**src/rtl/nvsram_seq.sv**
```systemverilog
module nvsram_seq #(
  parameter int ADDR_W        = 13,
  parameter int DATA_W        = 8,
  parameter int IDX_W         = 4,
  parameter int STORE_CYCLES  = 2000,
  parameter int RECALL_CYCLES = 20
) (
  input  logic              clk,
  input  logic              rst_n,
  input  logic              ce_n,
  input  logic              we_n,
  input  logic              oe_n,
  input  logic [ADDR_W-1:0] addr,
  input  logic [DATA_W-1:0] wdata,
  input  logic              pwr_ok,
  output logic [DATA_W-1:0] rdata,
  output logic              rdata_oe,
  output logic              busy
);
  localparam int WORDS = 1 << IDX_W;
  localparam int MAXC  = (STORE_CYCLES > RECALL_CYCLES) ? STORE_CYCLES : RECALL_CYCLES;
  localparam int CNT_W = $clog2(MAXC + 1);

  localparam logic [1:0] S_OFF = 2'd0, S_IDLE = 2'd1, S_STORE = 2'd2, S_RECALL = 2'd3;

  localparam logic [ADDR_W-1:0] K_FIRST  = ADDR_W'(13'h0000);
  localparam logic [ADDR_W-1:0] K_STORE  = ADDR_W'(13'h0F0F);
  localparam logic [ADDR_W-1:0] K_RECALL = ADDR_W'(13'h0F0E);

  function automatic logic [ADDR_W-1:0] key(input logic [2:0] s);
    case (s)
      3'd0:    key = K_FIRST;
      3'd1:    key = ADDR_W'(13'h1555);
      3'd2:    key = ADDR_W'(13'h0AAA);
      3'd3:    key = ADDR_W'(13'h1FFF);
      3'd4:    key = ADDR_W'(13'h10F0);
      default: key = K_STORE;
    endcase
  endfunction

  logic [1:0]        st;
  logic [2:0]        step;
  logic [CNT_W-1:0]  cnt;
  logic              prev_ce_n;
  logic [ADDR_W-1:0] prev_addr;
  logic [DATA_W-1:0] sram   [WORDS];
  logic [DATA_W-1:0] shadow [WORDS];
  logic [DATA_W-1:0] stage  [WORDS];

  wire [IDX_W-1:0] idx     = addr[IDX_W-1:0];
  wire             access  = !ce_n && (prev_ce_n || addr != prev_addr);
  wire             idle    = st == S_IDLE;
  wire             last_st = step == 3'd5 && addr == K_STORE;
  wire             last_rc = step == 3'd5 && addr == K_RECALL;

  assign busy     = !idle;
  assign rdata    = sram[idx];
  assign rdata_oe = idle && !ce_n && we_n && !oe_n && !(last_st || last_rc);

  always_ff @(posedge clk) begin
    if (!rst_n) begin
      st        <= S_OFF;
      step      <= '0;
      cnt       <= '0;
      prev_ce_n <= 1'b1;
      prev_addr <= '0;
      for (int i = 0; i < WORDS; i++) begin
        sram[i]   <= '0;
        shadow[i] <= '0;
        stage[i]  <= '0;
      end
    end else begin
      prev_ce_n <= ce_n;
      prev_addr <= addr;
      case (st)
        S_OFF: if (pwr_ok) begin
          st  <= S_RECALL;
          cnt <= CNT_W'(RECALL_CYCLES - 1);
        end
        S_IDLE: begin
          if (!pwr_ok) begin
            st   <= S_OFF;
            step <= '0;
          end else if (access) begin
            if (!we_n) begin
              sram[idx] <= wdata;
              step      <= '0;
            end else if (last_st) begin
              step <= '0;
              st   <= S_STORE;
              cnt  <= CNT_W'(STORE_CYCLES - 1);
              for (int i = 0; i < WORDS; i++) stage[i] <= sram[i];
            end else if (last_rc) begin
              step <= '0;
              st   <= S_RECALL;
              cnt  <= CNT_W'(RECALL_CYCLES - 1);
            end else if (step != 3'd5 && addr == key(step)) begin
              step <= 3'(step + 3'd1);
            end else begin
              step <= (addr == K_FIRST) ? 3'd1 : 3'd0;
            end
          end
        end
        S_STORE: begin
          if (!pwr_ok) begin
            st <= S_OFF;
          end else if (cnt == '0) begin
            for (int i = 0; i < WORDS; i++) shadow[i] <= stage[i];
            st <= S_IDLE;
          end else begin
            cnt <= cnt - 1'b1;
          end
        end
        default: begin
          if (cnt == '0) begin
            for (int i = 0; i < WORDS; i++) sram[i] <= shadow[i];
            st <= pwr_ok ? S_IDLE : S_OFF;
          end else begin
            cnt <= cnt - 1'b1;
          end
        end
      endcase
    end
  end
endmodule

```
**config.mk**
```make
export PLATFORM = sky130hd
export DESIGN_NAME = nvsram_seq
export DESIGN_NICKNAME = d
export VERILOG_FILES = /design/src/rtl/nvsram_seq.sv
export SDC_FILE = /design/constraint.sdc
export NUM_CORES = 1
export LEC_CHECK = 0
export ABC_AREA = 1
export ABC_CLOCK_PERIOD_IN_PS = 5500
export BUFFER_PORTS_ARGS = -buffer_cell sky130_fd_sc_hd__buf_4
export CAP_MARGIN = 40
export CORE_ASPECT_RATIO = 1.2
export CORE_MARGIN = 1.5
export CORE_UTILIZATION = 60
export DETAILED_ROUTE_END_ITERATION = 8
export PLACE_DENSITY = 0.77
export SYNTH_ARGS = -nofsm -noshare
export SYNTH_HDL_FRONTEND = slang
export SYNTH_SLANG_ARGS = --single-unit
export TNS_END_PERCENT = 10
```
**constraint.sdc**
```tcl
create_clock -name clk -period 5.5 [get_ports clk]
set_clock_uncertainty 0.2 [all_clocks]
set_input_delay 1.1 -clock clk [delete_from_list [all_inputs] [get_ports clk]]
set_output_delay 1.1 -clock clk [all_outputs]
set_load 0.02 [all_outputs]
```
==> impl_metrics.py, run 1 <==
metrics = {
    "floorplan": {
        "placementRows": 69,
        "initial_core_util": 0.613,
        "die_w_um": 163,
        "io_pins": 37,
        "core_area_mm2": 0.0299,
        "die_y_um": 194,
        "die_area_mm2": 0.0316,
    },
    "setup_path": {
        "worstSetupEndpointType": "primary output",
        "regToRegSetupSlack_ps": 2120,
        "critPathRequiredTime_ps": 4200,
        "startpoint_type": "input port",
        "reg2reg_depth": 10,
        "cp_max_fo": 20,
        "criticalPathCategory": "input port to primary output",
        "cp.arrival_ps": 3300,
    },
    "power": {
        "p_switching_mw": 2.05,
        "seqPwrFrac": 0.508,
        "switching_share": 0.265,
        "power_density_mw_per_mm2": 381,
        "ir_worst_vdd_mv": 0.310,
        "p_clk_frac": 0.365,
        "cellLeakagePower_nw": 8.61,
        "intPower_mw": 5.69,
        "combPwrFrac": 0.127,
    },
    "finish": {
        "drive_gt1_frac": 0.0943,
        "final_core_util": 0.680,
        "synthToLayoutAreaGrowth_pct": 10.9,
        "diodes": 0,
        "final_cells": 2192,
        "nets": 1805,
        "n_fill_cell": 2170,
    },
    "grt": {
        "grt_max_degree": 81,
        "grt_pass1_wl_mm": 70.9,
        "grt_usage": 0.298,
        "antenna_found_initial": 0,
        "grt_pass1_vias": 12325,
        "grt-ovfl-total": 0,
    },
    "logic_synthesis": {
        "seq_area_frac_synth": 0.662,
        "ys_types": 34,
        "syn-num-nets": 1790,
        "syn_area_mm2": 0.0183,
        "synth_cells": 1757,
        "synth.ff_latch_count": 414,
        "syn_area_per_cell_um2": 10.4,
        "yosys_warnings": 0,
    },
    "place": {
        "dp_hpwl_mm": 29.5,
        "place_ws_ps": 1040,
        "port_buffers": 36,
        "gp_congestion": 0.934,
        "dp_cells": 2118,
    },
    "detailed_routing": {
        "antenna_left": 0,
        "wl_mm": 46.1,
        "drt_iter0_markers": 1671,
        "route.detailed.drc": 0,
        "vias": 12895,
        "vias_per_cell": 5.88,
        "wl_per_cell_um": 21.1,
        "drt_first_pass_iters": 6,
    },
    "timing": {
        "post-route-min-period_ps": 4600,
        "slew_violations": 0,
        "fin_tns_setup_ps": 0,
        "relSlewSlack": 0.390,
        "hold_ws_ps": 279,
        "max_freq_mhz": 217,
        "fin_ws_ps": 900,
        "finalSetupViolations": 0,
        "worst_pin_slew_ps": 912,
        "rsz0062_at_grt": "false",
        "min_period_over_period": 0.836,
        "finalHoldViolations": 0,
    },
    "min_path": {
        "hp-class": "flop to flop",
        "whs_path_depth": 2,
    },
    "cts": {
        "tritoncts": "done",
        "cts_buffers": 41,
        "htreeDepth": 2,
        "clock-sinks": 414,
        "cts_resized": 0,
        "clk-insertion-delay-late_ps": 540,
        "ctsRootBufferMaster": "clkbuf_16",
        "cts_max_path_buffers": 3,
        "holdBufCountCts": 0,
        "path_clk_slew_ps": 70,
        "postCtsSetupBuffers": 0,
    },
    "status": {
        "status": "finished, final reports clean",
    },
    "job": {
        "cap_violations": 0,
    },
}
path summary, 6_finish.rpt:
kind,start,endpoint
max,addr[0],rdata[0]
min,cnt[4],cnt[4]
max reg2reg,cnt[0],shadow[0][53]
min reg2reg,cnt[4],cnt[4]
area by class of cell:
type                       instances  area, µm²  share of cell area
clock buffer                      54       1140              0.0560
sequential                       414      12100               0.597
timing repair buffer              59        667              0.0328
inverter                         337       1270              0.0624
multi-input combinational        919       4430               0.218
clock inverter                    19        201             0.00991
tap                              390        488              0.0240
stage by stage:
stage | power (mW) | instance area, µm²
3_5_place_dp | 4.94 | 19000
3_3_place_gp | 4.88 | 18700
2_1_floorplan | 4.60 | 18300
4_1_cts | 7.75 | 20300
6_report | 7.75 | 20300
5_1_grt | 7.99 | 20300
layout by cell type, fill, tap and decap left out, drive strengths merged, types with 4 or more instances in the layout:
cell type	count
nor2	212
a21oi	16
nor3	13
nand4	16
clkinv	11
nand3	157
buf	59
ha	6
dfxtp	30
xor2	4
bufinv	4
clkbuf	54
o22ai	33
inv	339
o221ai	8
nand2	265
o21ai	160
edfxtp	384
a22oi	24
cell usage after synthesis (all sizes together):
master | count | area (µm²)
xnor2 | 2 | 17.5
edfxtp | 384 | 11500
dfxtp | 30 | 601
o21a | 1 | 7.51
buf | 44 | 333
ha | 6 | 75.1
nand4 | 16 | 106
o21ai | 160 | 831
xor2 | 4 | 35.0
nand2 | 265 | 1020
inv | 337 | 1270
o22ai | 33 | 206
nor3 | 13 | 100
a21oi | 16 | 80.1
clkbuf | 43 | 161
nand3 | 157 | 836
a22oi | 24 | 180
or2 | 2 | 12.5
nor2 | 212 | 848
o221ai | 8 | 70.1
state kept, by name, summed over array words and instances, names as in the netlist:
signal,cells
cnt,11
prev_addr,13
prev_ce_n,1
shadow,128
sram,128
st,2
stage,128
step,3
cells by family after synthesis:
logic type | Yosys count | synth area share
DFF | 414 | 0.662
and+or+nand+nor | 665 | 0.160
adders and majority gates | 6 | 0.00410
buffers and inverters | 424 | 0.0962
AOI/OAI and AO/OA | 242 | 0.0751
xor gates and xnor gates | 6 | 0.00287
power by group through the flow:
stage	clock network [mW]	logic (mW)	registers [mW]
2_1_floorplan	0	0.679	3.92
3_3_place_gp	0	0.905	3.98
3_5_place_dp	0	0.959	3.98
4_1_cts	2.85	0.967	3.93
5_1_grt	2.96	1.08	3.95
6_report	2.83	0.981	3.94
critical path, stage by stage:
cell and delay (ps):
buf_4 160, nand2_1 520, inv_1 500, a22oi_1 320, o221ai_1 160, nand2_1 110, nand4_1 180, buf_4 230
routing by layer:
| metal | part of all wire | routed length [µm] | global-route usage | vias to the layer above |
|---|---|---|---|---|
| met2 | 0.47 | 21500 | 0.465 | 736 |
| met4 | 0.063 | 2890 | 0.167 | 0 |
| met1 | 0.38 | 17600 | 0.400 | 6150 |
| met3 | 0.090 | 4150 | 0.0493 | 156 |
| met5 | 0 | 0 | 0 | - |
| li1 | - | - | - | 5853 |
No activity file was read; power rests on OpenSTA's default activity.
==> run 2: changes to the inputs <==
ABC_CLOCK_PERIOD_IN_PS = 3800   (was 5500)
CORE_UTILIZATION = 57   (was 60)
PLACE_DENSITY = 0.76   (was 0.77)
clock period = 3.8 ns   (was 5.5 ns; I/O delays follow)
==> impl_metrics.py, run 2 (synthesis results as in run 1) <==
metrics = {
    "status": {
        "status": "finished, violations left",
        "violations": "DRC",
    },
    "job": {
        "cap_violations": 0,
    },
    "min_path": {
        "hp-class": "input port to flop",
    },
    "setup_path": {
        "startpoint_type": "input port",
        "regToRegSetupSlack_ps": 730,
        "criticalPathCategory": "input port to primary output",
        "critPathRequiredTime_ps": 2840,
        "cp.arrival_ps": 2630,
        "cp_max_fo": 20,
        "worstSetupEndpointType": "primary output",
    },
    "finish": {
        "final-seq-area_mm2": 0.0121,
        "nets": 1810,
        "drive_gt1_frac": 0.0989,
        "multi_input_area_mm2": 0.00443,
        "final_cell_mix": "384 x edfxtp_1, 331 x inv_1, 258 x nand2_1, 195 x nor2_1, 153 x nand3_1",
        "synthToLayoutAreaGrowth_pct": 11.2,
        "final_common_cell": "edfxtp_1",
        "n_fill_cell": 2325,
        "reg_top3": "shadow (128), sram (128), stage (128)",
        "diodes": 0,
        "final_area_mm2": 0.0204,
    },
    "place": {
        "gp_congestion": 0.885,
        "port_buffers": 36,
        "placed_cell_area_mm2": 0.0190,
        "place_ws_ps": 327,
        "dp_hpwl_mm": 27.2,
    },
    "timing": {
        "finalSetupViolations": 0,
        "fin_ws_ps": 209,
        "rsz0062_at_grt": "false",
        "relSlewSlack": 0.266,
        "fin_tns_setup_ps": 0,
        "min_period_over_period": 0.945,
        "worst_pin_slew_ps": 1100,
        "post-route-min-period_ps": 3590,
        "slew_violations": 0,
        "max_freq_mhz": 279,
        "finalHoldViolations": 0,
    },
    "grt": {
        "grt_pass1_wl_mm": 68.1,
        "antenna_found_initial": 0,
        "grt-ovfl-total": 0,
        "grt_max_degree": 241,
        "grt_usage": 0.269,
        "grt_pass1_vias": 12443,
    },
    "cts": {
        "holdBufCountCts": 0,
        "clk-insertion-delay-late_ps": 560,
        "tritoncts": "done",
        "ctsRootBufferMaster": "clkbuf_16",
        "path_clk_slew_ps": 70,
        "postCtsSetupBuffers": 0,
        "cts_buffers": 42,
        "clock-sinks": 414,
        "cts_max_path_buffers": 3,
        "cts_resized": 0,
        "htreeDepth": 2,
    },
    "detailed_routing": {
        "vias_per_cell": 5.78,
        "wl_per_cell_um": 19.9,
        "antenna_left": 0,
        "vias": 12784,
        "route.detailed.drc": 6,
        "drt_iter0_markers": 1845,
        "wl_mm": 44.0,
        "drt_first_pass_iters": 8,
    },
    "power": {
        "cellLeakagePower_nw": 8.64,
        "ir_worst_vdd_mv": 0.479,
        "totalPowerFinal_mw": 11.1,
        "power_density_mw_per_mm2": 545,
    },
    "floorplan": {
        "io_pins": 37,
        "die_w_um": 167,
        "die_area_mm2": 0.0332,
        "core_area_mm2": 0.0315,
        "initial_core_util": 0.581,
        "die_y_um": 199,
        "placementRows": 71,
    },
}
[run 2: cell count changes in the layout (fill, tap and decap cells not counted), moves of 2 or more]
cell       before  now
clkinv_8        0    2
buf_12          3    7
bufinv_16       4    2
inv_6           2    0
clkbuf_4        0    2
buf_16          8    6
clkbuf_8        2    0
clkbuf_1        9    6
clkinv_2        6   10
buf_4          44   46
[run 2: through the flow]
step	utilization	instances	hold slack, ps
3_3_place_gp	0.597	2125	250
4_1_cts	0.645	2209	205
3_5_place_dp	0.603	2133	260
6_report	0.646	2210	222
5_1_grt	0.646	2210	220
2_1_floorplan	-	1757	239
[run 2: metal layers]
metal	up-vias	wire length, µm	share of wire	track usage
met5	-	0	0	0
met4	0	1920	0.044	0.126
met3	136	4670	0.11	0.0574
met2	715	20700	0.47	0.439
met1	6084	16700	0.38	0.346
li1	5849	-	-	-
[run 2: worst max-delay path: stages]
cell and delay, ps:
buf_4 150, nand2_1 90, inv_1 640, a22oi_1 320
o221ai_1 200, nand2_1 150, nand4_1 140, buf_4 160
[run 2: power breakdown]
part	total (mW)	internal (mW)	switching, mW	leakage, nW
combinational	1.42	0.410	1.01	3.77
sequential	5.65	5.46	0.188	4.21
clock	4.04	2.28	1.76	0.660
[run 2: worst paths after layout]
kind | startpoint | cells after the start | to
setup / recovery | addr[0] | 8 | rdata[0]
hold / removal | addr[10] | 3 | prev_addr[10]
setup reg to reg | cnt[0] | 10 | sram[6][0]
hold reg to reg | cnt[4] | 2 | cnt[4]
[run 2: layout make-up]
class / count / share of cell area
Timing Repair Buffer: 63 / 0.0347
Multi-Input combinational cell: 919 / 0.218
Inverter: 337 / 0.0622
Tap cell: 401 / 0.0246
Clock inverter: 24 / 0.00970
Clock buffer: 52 / 0.0559
Sequential cell: 414 / 0.595
